## src/rtl/isdn_rx_pkg.sv

```systemverilog
package isdn_rx_pkg;
  localparam int B_SLOT_BITS = 8;
  localparam int D_SLOT_BITS = 2;
  localparam int B_WORD_BITS = 32;
  localparam int D_WORD_BITS = 8;
  localparam int FRAME_BITS  = 2 * B_SLOT_BITS + D_SLOT_BITS;
  localparam int POS_W       = $clog2(FRAME_BITS + 1);

  typedef enum logic [1:0] {
    CH_B1   = 2'd0,
    CH_B2   = 2'd1,
    CH_D    = 2'd2,
    CH_NONE = 2'd3
  } chan_e;
endpackage

```

## src/rtl/isdn_rx_framer.sv

```systemverilog
module isdn_rx_framer
  import isdn_rx_pkg::*;
(
  input  logic  clk,
  input  logic  rst_n,
  input  logic  bit_en,
  input  logic  fsync,
  output chan_e chan,
  output logic  resync
);
  localparam logic [POS_W-1:0] IDLE_POS = POS_W'(FRAME_BITS);
  localparam logic [POS_W-1:0] B2_POS   = POS_W'(B_SLOT_BITS);
  localparam logic [POS_W-1:0] D_POS    = POS_W'(2 * B_SLOT_BITS);

  logic [POS_W-1:0] pos_q, pos_n, pos_cur;

  always_comb begin
    pos_cur = fsync ? '0 : pos_q;
    resync  = bit_en & fsync;
    pos_n   = pos_q;
    chan    = CH_NONE;
    if (bit_en && pos_cur != IDLE_POS) begin
      pos_n = pos_cur + 1'b1;
      if (pos_cur < B2_POS)     chan = CH_B1;
      else if (pos_cur < D_POS) chan = CH_B2;
      else                      chan = CH_D;
    end
  end

  always_ff @(posedge clk or negedge rst_n) begin
    if (!rst_n) pos_q <= IDLE_POS;
    else        pos_q <= pos_n;
  end

  // position never runs past the idle marker
  assert_pos_in_range_R2: assert property (@(posedge clk) disable iff (!rst_n)
    pos_q <= IDLE_POS);
  // a qualified frame sync always lands the next bit at position 1
  assert_sync_restart_R8: assert property (@(posedge clk) disable iff (!rst_n)
    (bit_en && fsync) |=> pos_q == POS_W'(1));
  // without a strobe the position holds
  assert_hold_without_strobe_R1: assert property (@(posedge clk) disable iff (!rst_n)
    !bit_en |=> $stable(pos_q));
endmodule

```

## src/rtl/isdn_rx_packer.sv

```systemverilog
module isdn_rx_packer #(
  parameter int WORD_BITS = 32,
  parameter int SLOT_BITS = 8
) (
  input  logic                 clk,
  input  logic                 rst_n,
  input  logic                 bit_vld,
  input  logic                 bit_val,
  input  logic                 resync,
  input  logic                 rd,
  output logic [WORD_BITS-1:0] data,
  output logic                 valid,
  output logic                 ovr
);
  localparam int CW = $clog2(WORD_BITS);
  localparam logic [CW-1:0] LAST      = CW'(WORD_BITS - 1);
  localparam logic [CW-1:0] SLOT_MASK = ~CW'(SLOT_BITS - 1);

  logic [CW-1:0]        cnt_q, cnt_n, cnt_eff, idx;
  logic [WORD_BITS-1:0] asm_q, asm_n, data_n;
  logic                 valid_n, ovr_n, complete;

  always_comb begin
    cnt_eff  = resync ? (cnt_q & SLOT_MASK) : cnt_q;
    idx      = LAST - cnt_eff;
    asm_n    = asm_q;
    cnt_n    = cnt_eff;
    complete = 1'b0;
    if (bit_vld) begin
      asm_n[idx] = bit_val;
      complete   = (cnt_eff == LAST);
      cnt_n      = complete ? '0 : cnt_eff + 1'b1;
    end
    data_n  = complete ? asm_n : data;
    valid_n = valid;
    ovr_n   = ovr;
    if (rd) begin
      valid_n = 1'b0;
      ovr_n   = 1'b0;
    end
    if (complete) begin
      valid_n = 1'b1;
      if (valid && !rd) ovr_n = 1'b1;
    end
  end

  always_ff @(posedge clk or negedge rst_n) begin
    if (!rst_n) begin
      cnt_q <= '0;
      asm_q <= '0;
      data  <= '0;
      valid <= 1'b0;
      ovr   <= 1'b0;
    end else begin
      cnt_q <= cnt_n;
      asm_q <= asm_n;
      data  <= data_n;
      valid <= valid_n;
      ovr   <= ovr_n;
    end
  end

  // an overrun is only ever reported alongside a held word
  assert_ovr_with_valid_R7: assert property (@(posedge clk) disable iff (!rst_n)
    ovr |-> valid);
  // a word becomes ready only on a sampled channel bit
  assert_valid_rise_on_bit_R3: assert property (@(posedge clk) disable iff (!rst_n)
    $rose(valid) |-> $past(bit_vld));
  // a read with no completion empties the flags
  assert_read_clears_R6: assert property (@(posedge clk) disable iff (!rst_n)
    (rd && !complete) |=> (!valid && !ovr));
  // the word output changes only on a sampled channel bit
  assert_data_hold_R5: assert property (@(posedge clk) disable iff (!rst_n)
    !bit_vld |=> $stable(data));
endmodule

```

## src/rtl/isdn_rx_demux.sv

```systemverilog
module isdn_rx_demux
  import isdn_rx_pkg::*;
(
  input  logic                   clk,
  input  logic                   rst_n,
  input  logic                   bit_en,
  input  logic                   fsync,
  input  logic                   din,
  input  logic                   rd_b1,
  input  logic                   rd_b2,
  input  logic                   rd_d,
  output logic [B_WORD_BITS-1:0] b1_data,
  output logic [B_WORD_BITS-1:0] b2_data,
  output logic [D_WORD_BITS-1:0] d_data,
  output logic                   b1_valid,
  output logic                   b2_valid,
  output logic                   d_valid,
  output logic                   b1_ovr,
  output logic                   b2_ovr,
  output logic                   d_ovr
);
  chan_e chan;
  logic  resync;
  logic  to_b1, to_b2, to_d;

  isdn_rx_framer u_framer (
    .clk    (clk),
    .rst_n  (rst_n),
    .bit_en (bit_en),
    .fsync  (fsync),
    .chan   (chan),
    .resync (resync)
  );

  assign to_b1 = (chan == CH_B1);
  assign to_b2 = (chan == CH_B2);
  assign to_d  = (chan == CH_D);

  isdn_rx_packer #(.WORD_BITS(B_WORD_BITS), .SLOT_BITS(B_SLOT_BITS)) u_b1 (
    .clk (clk), .rst_n (rst_n), .bit_vld (to_b1), .bit_val (din),
    .resync (resync), .rd (rd_b1),
    .data (b1_data), .valid (b1_valid), .ovr (b1_ovr)
  );

  isdn_rx_packer #(.WORD_BITS(B_WORD_BITS), .SLOT_BITS(B_SLOT_BITS)) u_b2 (
    .clk (clk), .rst_n (rst_n), .bit_vld (to_b2), .bit_val (din),
    .resync (resync), .rd (rd_b2),
    .data (b2_data), .valid (b2_valid), .ovr (b2_ovr)
  );

  isdn_rx_packer #(.WORD_BITS(D_WORD_BITS), .SLOT_BITS(D_SLOT_BITS)) u_d (
    .clk (clk), .rst_n (rst_n), .bit_vld (to_d), .bit_val (din),
    .resync (resync), .rd (rd_d),
    .data (d_data), .valid (d_valid), .ovr (d_ovr)
  );

  // each sampled bit goes to at most one channel
  assert_one_channel_R2: assert property (@(posedge clk) disable iff (!rst_n)
    $onehot0({to_b1, to_b2, to_d}));
  // nothing is routed without a data-clock strobe
  assert_no_route_idle_R2: assert property (@(posedge clk) disable iff (!rst_n)
    !bit_en |-> !(to_b1 || to_b2 || to_d));
endmodule

```

## config.mk

```make
export PLATFORM = sky130hd
export DESIGN_NAME = isdn_rx_demux
export DESIGN_NICKNAME = d
export VERILOG_FILES = /design/src/rtl/isdn_rx_pkg.sv /design/src/rtl/isdn_rx_framer.sv /design/src/rtl/isdn_rx_packer.sv /design/src/rtl/isdn_rx_demux.sv
export SDC_FILE = /design/constraint.sdc
export NUM_CORES = 1
export LEC_CHECK = 0
export BUFFER_PORTS_ARGS = -buffer_cell sky130_fd_sc_hd__buf_2
export CORE_AREA = 10 10 134 136
export DETAILED_ROUTE_END_ITERATION = 10
export DIE_AREA = 0 0 144 146
export GPL_TIMING_DRIVEN = 0
export PLACE_DENSITY_LB_ADDON = 0.2
export SETUP_SLACK_MARGIN = 0.3
export SLEW_MARGIN = 20
export SYNTH_ARGS = -nofsm -noshare
export SYNTH_HDL_FRONTEND = slang
export SYNTH_HIERARCHICAL = 1
export SYNTH_SLANG_ARGS = --single-unit
```

## constraint.sdc

```tcl
create_clock -name clk -period 3.45 [get_ports clk]
set_input_delay 0.1725 -clock clk [delete_from_list [all_inputs] [get_ports clk]]
set_output_delay 0.1725 -clock clk [all_outputs]
set_load 0.05 [all_outputs]
```

==> metrics.txt, run 1 <==
fraction of layout cells with a size suffix above 1=34.1%; vias in the first global route=5476; crit end category=register; Sinks on Clock Net=165; # H-tree levels=4; CTS Buf Count=17; Mapped Area=7460 sq um; number of vias per cell=5.57; core area=15500 sq um; Die Span Y=146 um; unrepaired setup endpoints after global routing=false; Port Buffers=83; Die ar.=21000 sq um; crit path max fanout=10; antenna violations before repair=0; worst hold path type=in2reg; CP arrival=3.23 ns; IO Pins=86; main combinational cell family by area after synthesis=multiplexers; Initial Util=48.2%; Post-Route WL=17000 um; Post-Synth Adder-Cell Area=1.17%; post-synthesis sequential area ratio=55.4%; post-synthesis compound-gate area fraction=8.37%; Synth Register Bits=165; Root Driver=clkbuf_16; simple-gate portion of the synthesized area=14.4%; Avg Cell Area, Syn=11.9 sq um; Cells after Synth=625; global route total overflow=0; GRT busiest layer=met2; final net count=749; gr usage total=17.0%; Max Slew Vio Count=0; Power Total=4.91 mW; Final min period=2.92 ns; Worst-Skew Late Latency=0.43 ns; main flop type after synthesis=dfrtp_1; DP HPWL=11800 um; most frequent cells in the layout=dfrtp_1 (163), buf_2 (103), mux2_2 (55); r2r endpoint=u_b2/data[1]$_DFFE_PN0P_; Worst VDD drop=0.381 mV; CTS tree=done; Critical Path Source=fsync; TNS Setup=0 ns; Pwr Density=558 nW/um^2; XOR/XNOR Fraction of Synth Area=1.29%; drt drc=0; Worst setup SP type=input pin; DR vias=5226; cell row count=46; CP Class=in2reg; DRT Pass-1 Iters=4; first-pass GRT wire length=28600 um; Final Worst Setup Slack=0.533 ns; Rel. slew slack=59.6%; M2 GR Usage=26.4%; Detail Route Antenna Nets=0; Final setup viols=0; dpl ws=0.427 ns; flop-to-flop setup slack=0.54 ns; r2r worst-path depth=11; final hold vios=0; clk_skew=0.00779 ns; WL/cell=18.2 um; syn_nets=640; GR Util met3=4.54%; Synth async-reset ratio=100%; area grow syn2layout=17.7%; FF-to-FF Start=u_framer/pos_q[1]$_DFFE_PN1P_; Reg clk slew, reported paths=0.06 ns; max-cap violation count=0; outcome=completed; DIE WIDTH=144 um; Worst Tran Pin Value=0.606 ns; fillcell total=1303; EDFF count, synth=0; Worst EP required=3.76 ns; Longest Clk Path Bufs=2; GPL Wtd Cong=0.843; final design utilization=56.7%; largest net degree at the start of global routing=85; initial detailed-routing violation count=329; Netlist cell types=54; leakage power=4.42 nW; Peak Freq=343 MHz; period utilisation layout=84.5%; commonest non-fill, non-tap cell in the layout=dfrtp_1; n_diodes=0; post-synthesis mux area share=14.8%; global routing usage on met1=22.6%; crit path capture=u_b1/data[13]$_DFFE_PN0P_; Yosys Warn Count=6
timing repair:
item                       4_1_cts  5_1_grt
buffers inserted                 0        1
gates resized for setup          0        2
hold buffers                     5        0
setup endpoints to repair        0       82
hold endpoints to repair        85        0
cell type report:
class	count	area, sq um	area share (%)
plain buffers	48	272	3.09
clock buffers	18	439	5.00
clock inverters	14	130	1.48
inverters	19	71.3	0.812
multi-input cells	393	2990	34.1
flip-flops and latches	165	4130	47.0
well taps	192	240	2.73
repair buffers	90	510	5.81
synthesized netlist by cell type, drive strengths merged, types with 5 or more instances:
library cell	instances	area, sq um
nor2b	6	37.5
mux2	84	1050
dfrtp	163	4080
buf	34	218
xnor2	10	87.6
inv	19	71.3
nand2b	14	87.6
nand3	28	158
o2bb2ai	7	61.3
ha	7	87.6
mux2i	5	50.1
nor2	10	37.5
a21oi	19	95.1
nand4	28	175
nor3	25	136
o31ai	6	45.0
o21ai	41	205
nand2	41	156
a31oi	17	106
clkbuf	14	53.8
worst min-delay path by stage:
stage / from / endpoint / slack (ns) / cells past startpoint
2_1_floorplan: rst_n / u_b1/asm_q[10]$_DFF_PN0_ / -0.12 / 0
3_3_place_gp: rd_b2 / u_b2/ovr$_DFF_PN0_ / 0.34 / 2
3_5_place_dp: rst_n / u_b2/data[18]$_DFFE_PN0P_ / 0.20 / 1
4_1_cts: bit_en / u_framer/pos_q[4]$_DFFE_PN1P_ / 0.12 / 2
5_1_grt: bit_en / u_framer/pos_q[4]$_DFFE_PN1P_ / 0.18 / 2
6_report: bit_en / u_framer/pos_q[2]$_DFFE_PN0P_ / 0.14 / 3
logic make-up after synthesis:
group / Yosys count
adder cells (fa/ha/maj): 7
AO/OA/AOI/OAI: 104
multiplexers: 89
AND/OR/NAND/NOR: 182
buffers and inverters: 67
XOR/XNOR: 11
flip-flops: 165
critical path: stages:
cell and delay [ns]:
dlygate4sd3_1 0.53, buf_2 0.17, nor2b_1 0.16, inv_1 0.08
ha_1 0.21, nand3b_1 0.11, o31a_1 0.27, o21ai_2 0.12
nor2_1 0.35, and2_1 0.19, buf_4 0.16, nand3_4 0.17
buf_6 0.22, mux2_4 0.30
through the flow:
stage | instance area [sq um] | hold slack (ns) | instances
5_1_grt | 8790 | 0.177 | 939
4_1_cts | 8770 | 0.119 | 938
3_5_place_dp | 8160 | 0.195 | 901
3_3_place_gp | 8120 | 0.337 | 900
2_1_floorplan | 7460 | -0.123 | 625
6_report | 8790 | 0.142 | 939
metal layers:
metal	part of all wire [%]	wire, um
met2	47	7990
met5	0	0
met1	46	7880
met3	5.8	985
met4	1.1	185
flip-flops by register name (all words and copies together), names as in the netlist:
| name | flops |
|---|---|
| u_b2/cnt_q | 5 |
| u_d/data | 8 |
| u_d/asm_q | 7 |
| u_b2/asm_q | 31 |
| u_b1/valid | 1 |
| u_b1/asm_q | 31 |
| u_b1/data | 32 |
| u_d/cnt_q | 3 |
| u_d/ovr | 1 |
| u_b1/ovr | 1 |
| u_b1/cnt_q | 5 |
| u_b2/data | 32 |
| u_framer/pos_q | 5 |
| u_b2/ovr | 1 |
| u_d/valid | 1 |
| u_b2/valid | 1 |
where the power goes:
part / leakage (nW) / internal, mW / switching [mW]
logic: 1.95 / 0.317 / 0.522
registers: 2.20 / 2.13 / 0.112
clock network: 0.265 / 1.02 / 0.807
total: 4.42 / 3.47 / 1.44
Power figures use the tool's default switching activity.
==> inputs of run 2 (changes only) <==
==> constraint.sdc (replaced) <==
create_clock -name clk -period 2.5 [get_ports clk]
set_input_delay 0.125 -clock clk [delete_from_list [all_inputs] [get_ports clk]]
set_output_delay 0.125 -clock clk [all_outputs]
set_load 0.05 [all_outputs]
==> run 2 against run 1 <==
Net effect: the flow now finishes with violations (negative setup slack); worst hold slack got worse by 0.070 ns; sequential cell count is the same; final area rose by 16%; critical path depth shrank 3.
==> metrics.txt, run 2 (synthesis gave the netlist of run 1 again) <==
Initial Util=48.2%; period utilisation layout=104%; DR vias=5548; commonest non-fill, non-tap cell in the layout=dfrtp_1; final hold vios=0; TNS Setup=-3.60 ns; DP HPWL=11900 um; combinational share of power=21.2%; CP arrival=2.90 ns; Worst VDD drop=0.550 mV; crit path max fanout=5; drt drc=0; core area=15500 sq um; fraction of layout cells with a size suffix above 1=48.9%; Port Buffers=83; IO Pins=86; final net count=793; fillcell total=1112; Worst setup SP type=register; Root Driver=clkbuf_16; Clk pwr share=37.3%; CTS tree=done; WL/cell=19.5 um; vias in the first global route=5914; r2r worst-path depth=11; post-route cell area=10200 sq um; Post-Route WL=19100 um; unrepaired setup endpoints after global routing=true; crit end category=register; initial detailed-routing violation count=298; post-route insts no fill=983; dpl cell area=8220 sq um; failing checks=negative setup slack; switching power=2.28 mW; Die ar.=21000 sq um; Worst-Skew Late Latency=0.43 ns; Detail Route Antenna Nets=0; global route total overflow=0; clk_skew=0.00582 ns; antenna violations before repair=0; Worst EP required=2.80 ns; first-pass GRT wire length=31000 um; Final setup viols=83; dpl ws=-0.345 ns; Final min period=2.60 ns; Worst Tran Pin Value=0.814 ns; final design utilization=65.8%; flop-to-flop setup slack=-0.10 ns; Power Total=7.52 mW; Sinks on Clock Net=165; number of vias per cell=5.64; share of total power in sequential cells=41.5%; Worst Hold Path Cells=3; Pwr Density=738 nW/um^2; CTS Buf Count=17; worst hold path type=in2reg; gr usage total=18.4%; outcome=finished, violations left; GPL Wtd Cong=0.854; CP Class=reg2reg; switching share of total power=30.3%; Max Slew Vio Count=0; n_diodes=0; Largest regs=u_b1/data x32, u_b2/data x32; # H-tree levels=4; area grow syn2layout=36.5%; Pint=5.24 mW; Longest Clk Path Bufs=2; max-cap violation count=0; DIE WIDTH=144 um; Final Worst Setup Slack=-0.102 ns; Die Span Y=146 um; Inst Count DP=901; leakage power=5.01 nW; DRT Pass-1 Iters=5; largest net degree at the start of global routing=98; Reg clk slew, reported paths=0.07 ns; worst hold slack=0.0714 ns; most frequent cells in the layout=dfrtp_1 (163), buf_2 (99), mux2_4 (48); cell row count=46; Peak Freq=384 MHz; Rel. slew slack=45.8%
run 2: changes by cell type in the layout (fill, tap and decap cells not counted), moves of 11 or more:
cell	delta
mux2_4	+19
o21ai_0	-17
buf_4	+11
mux2_2	-19
nand3_1	-12
buf_6	+20
nor3_2	+18
nor3_1	-20
run 2: cell type report:
| cell class | instances | area (sq um) | area share (%) |
|---|---|---|---|
| multi-input cells | 393 | 3670 | 36.1 |
| clock inverters | 15 | 206 | 2.03 |
| inverters | 19 | 71.3 | 0.700 |
| repair buffers | 134 | 1040 | 10.2 |
| flip-flops and latches | 165 | 4130 | 40.6 |
| clock buffers | 17 | 425 | 4.18 |
| well taps | 192 | 240 | 2.36 |
| plain buffers | 48 | 397 | 3.89 |
run 2: power by group through the flow:
stage | logic [mW] | registers (mW) | clock network [mW]
after detailed placement | 1.18 | 3.15 | 0
final | 1.59 | 3.12 | 2.81
after global routing | 1.71 | 3.14 | 2.96
after floorplan | 0.734 | 3.26 | 0
after global placement | 1.14 | 3.13 | 0
after CTS | 1.46 | 3.11 | 2.84
run 2: worst paths after layout:
| path | from | endpoint |
|---|---|---|
| max | u_framer/pos_q[1]$_DFFE_PN1P_ | u_b2/data[22]$_DFFE_PN0P_ |
| min | bit_en | u_framer/pos_q[2]$_DFFE_PN0P_ |
| max reg2reg | u_framer/pos_q[1]$_DFFE_PN1P_ | u_b2/data[22]$_DFFE_PN0P_ |
| min reg2reg | u_b2/asm_q[25]$_DFF_PN0_ | u_b2/asm_q[25]$_DFF_PN0_ |
| max in group asynchronous | rst_n | u_b1/asm_q[20]$_DFF_PN0_ |
| min in group asynchronous | rst_n | u_b2/data[20]$_DFFE_PN0P_ |
run 2: per-layer routing:
metal | global-route usage (%) | routed length [um]
met2 | 30.2 | 9850
met1 | 22.4 | 7840
met4 | 7.66 | 396
met3 | 4.67 | 1040
met5 | 0 | 0
run 2: worst max-delay path: stages, from the launching register on:
cell	delay, ns
dfstp_2	0.53
nor2b_4	0.16
ha_4	0.13
nand3b_1	0.09
o31a_1	0.32
o21ai_2	0.09
and2b_2	0.25
buf_6	0.13
buf_6	0.09
nand4bb_4	0.24
o31ai_4	0.31
a31oi_1	0.12
run 2: repair_timing:
item,CTS,global route
gates resized for setup,136,60
pin swaps,26,33
endpoints found under the hold margin,73,0
buffers inserted,30,11
hold buffers,5,0
gates cloned,4,0
endpoints found under the setup margin,154,157
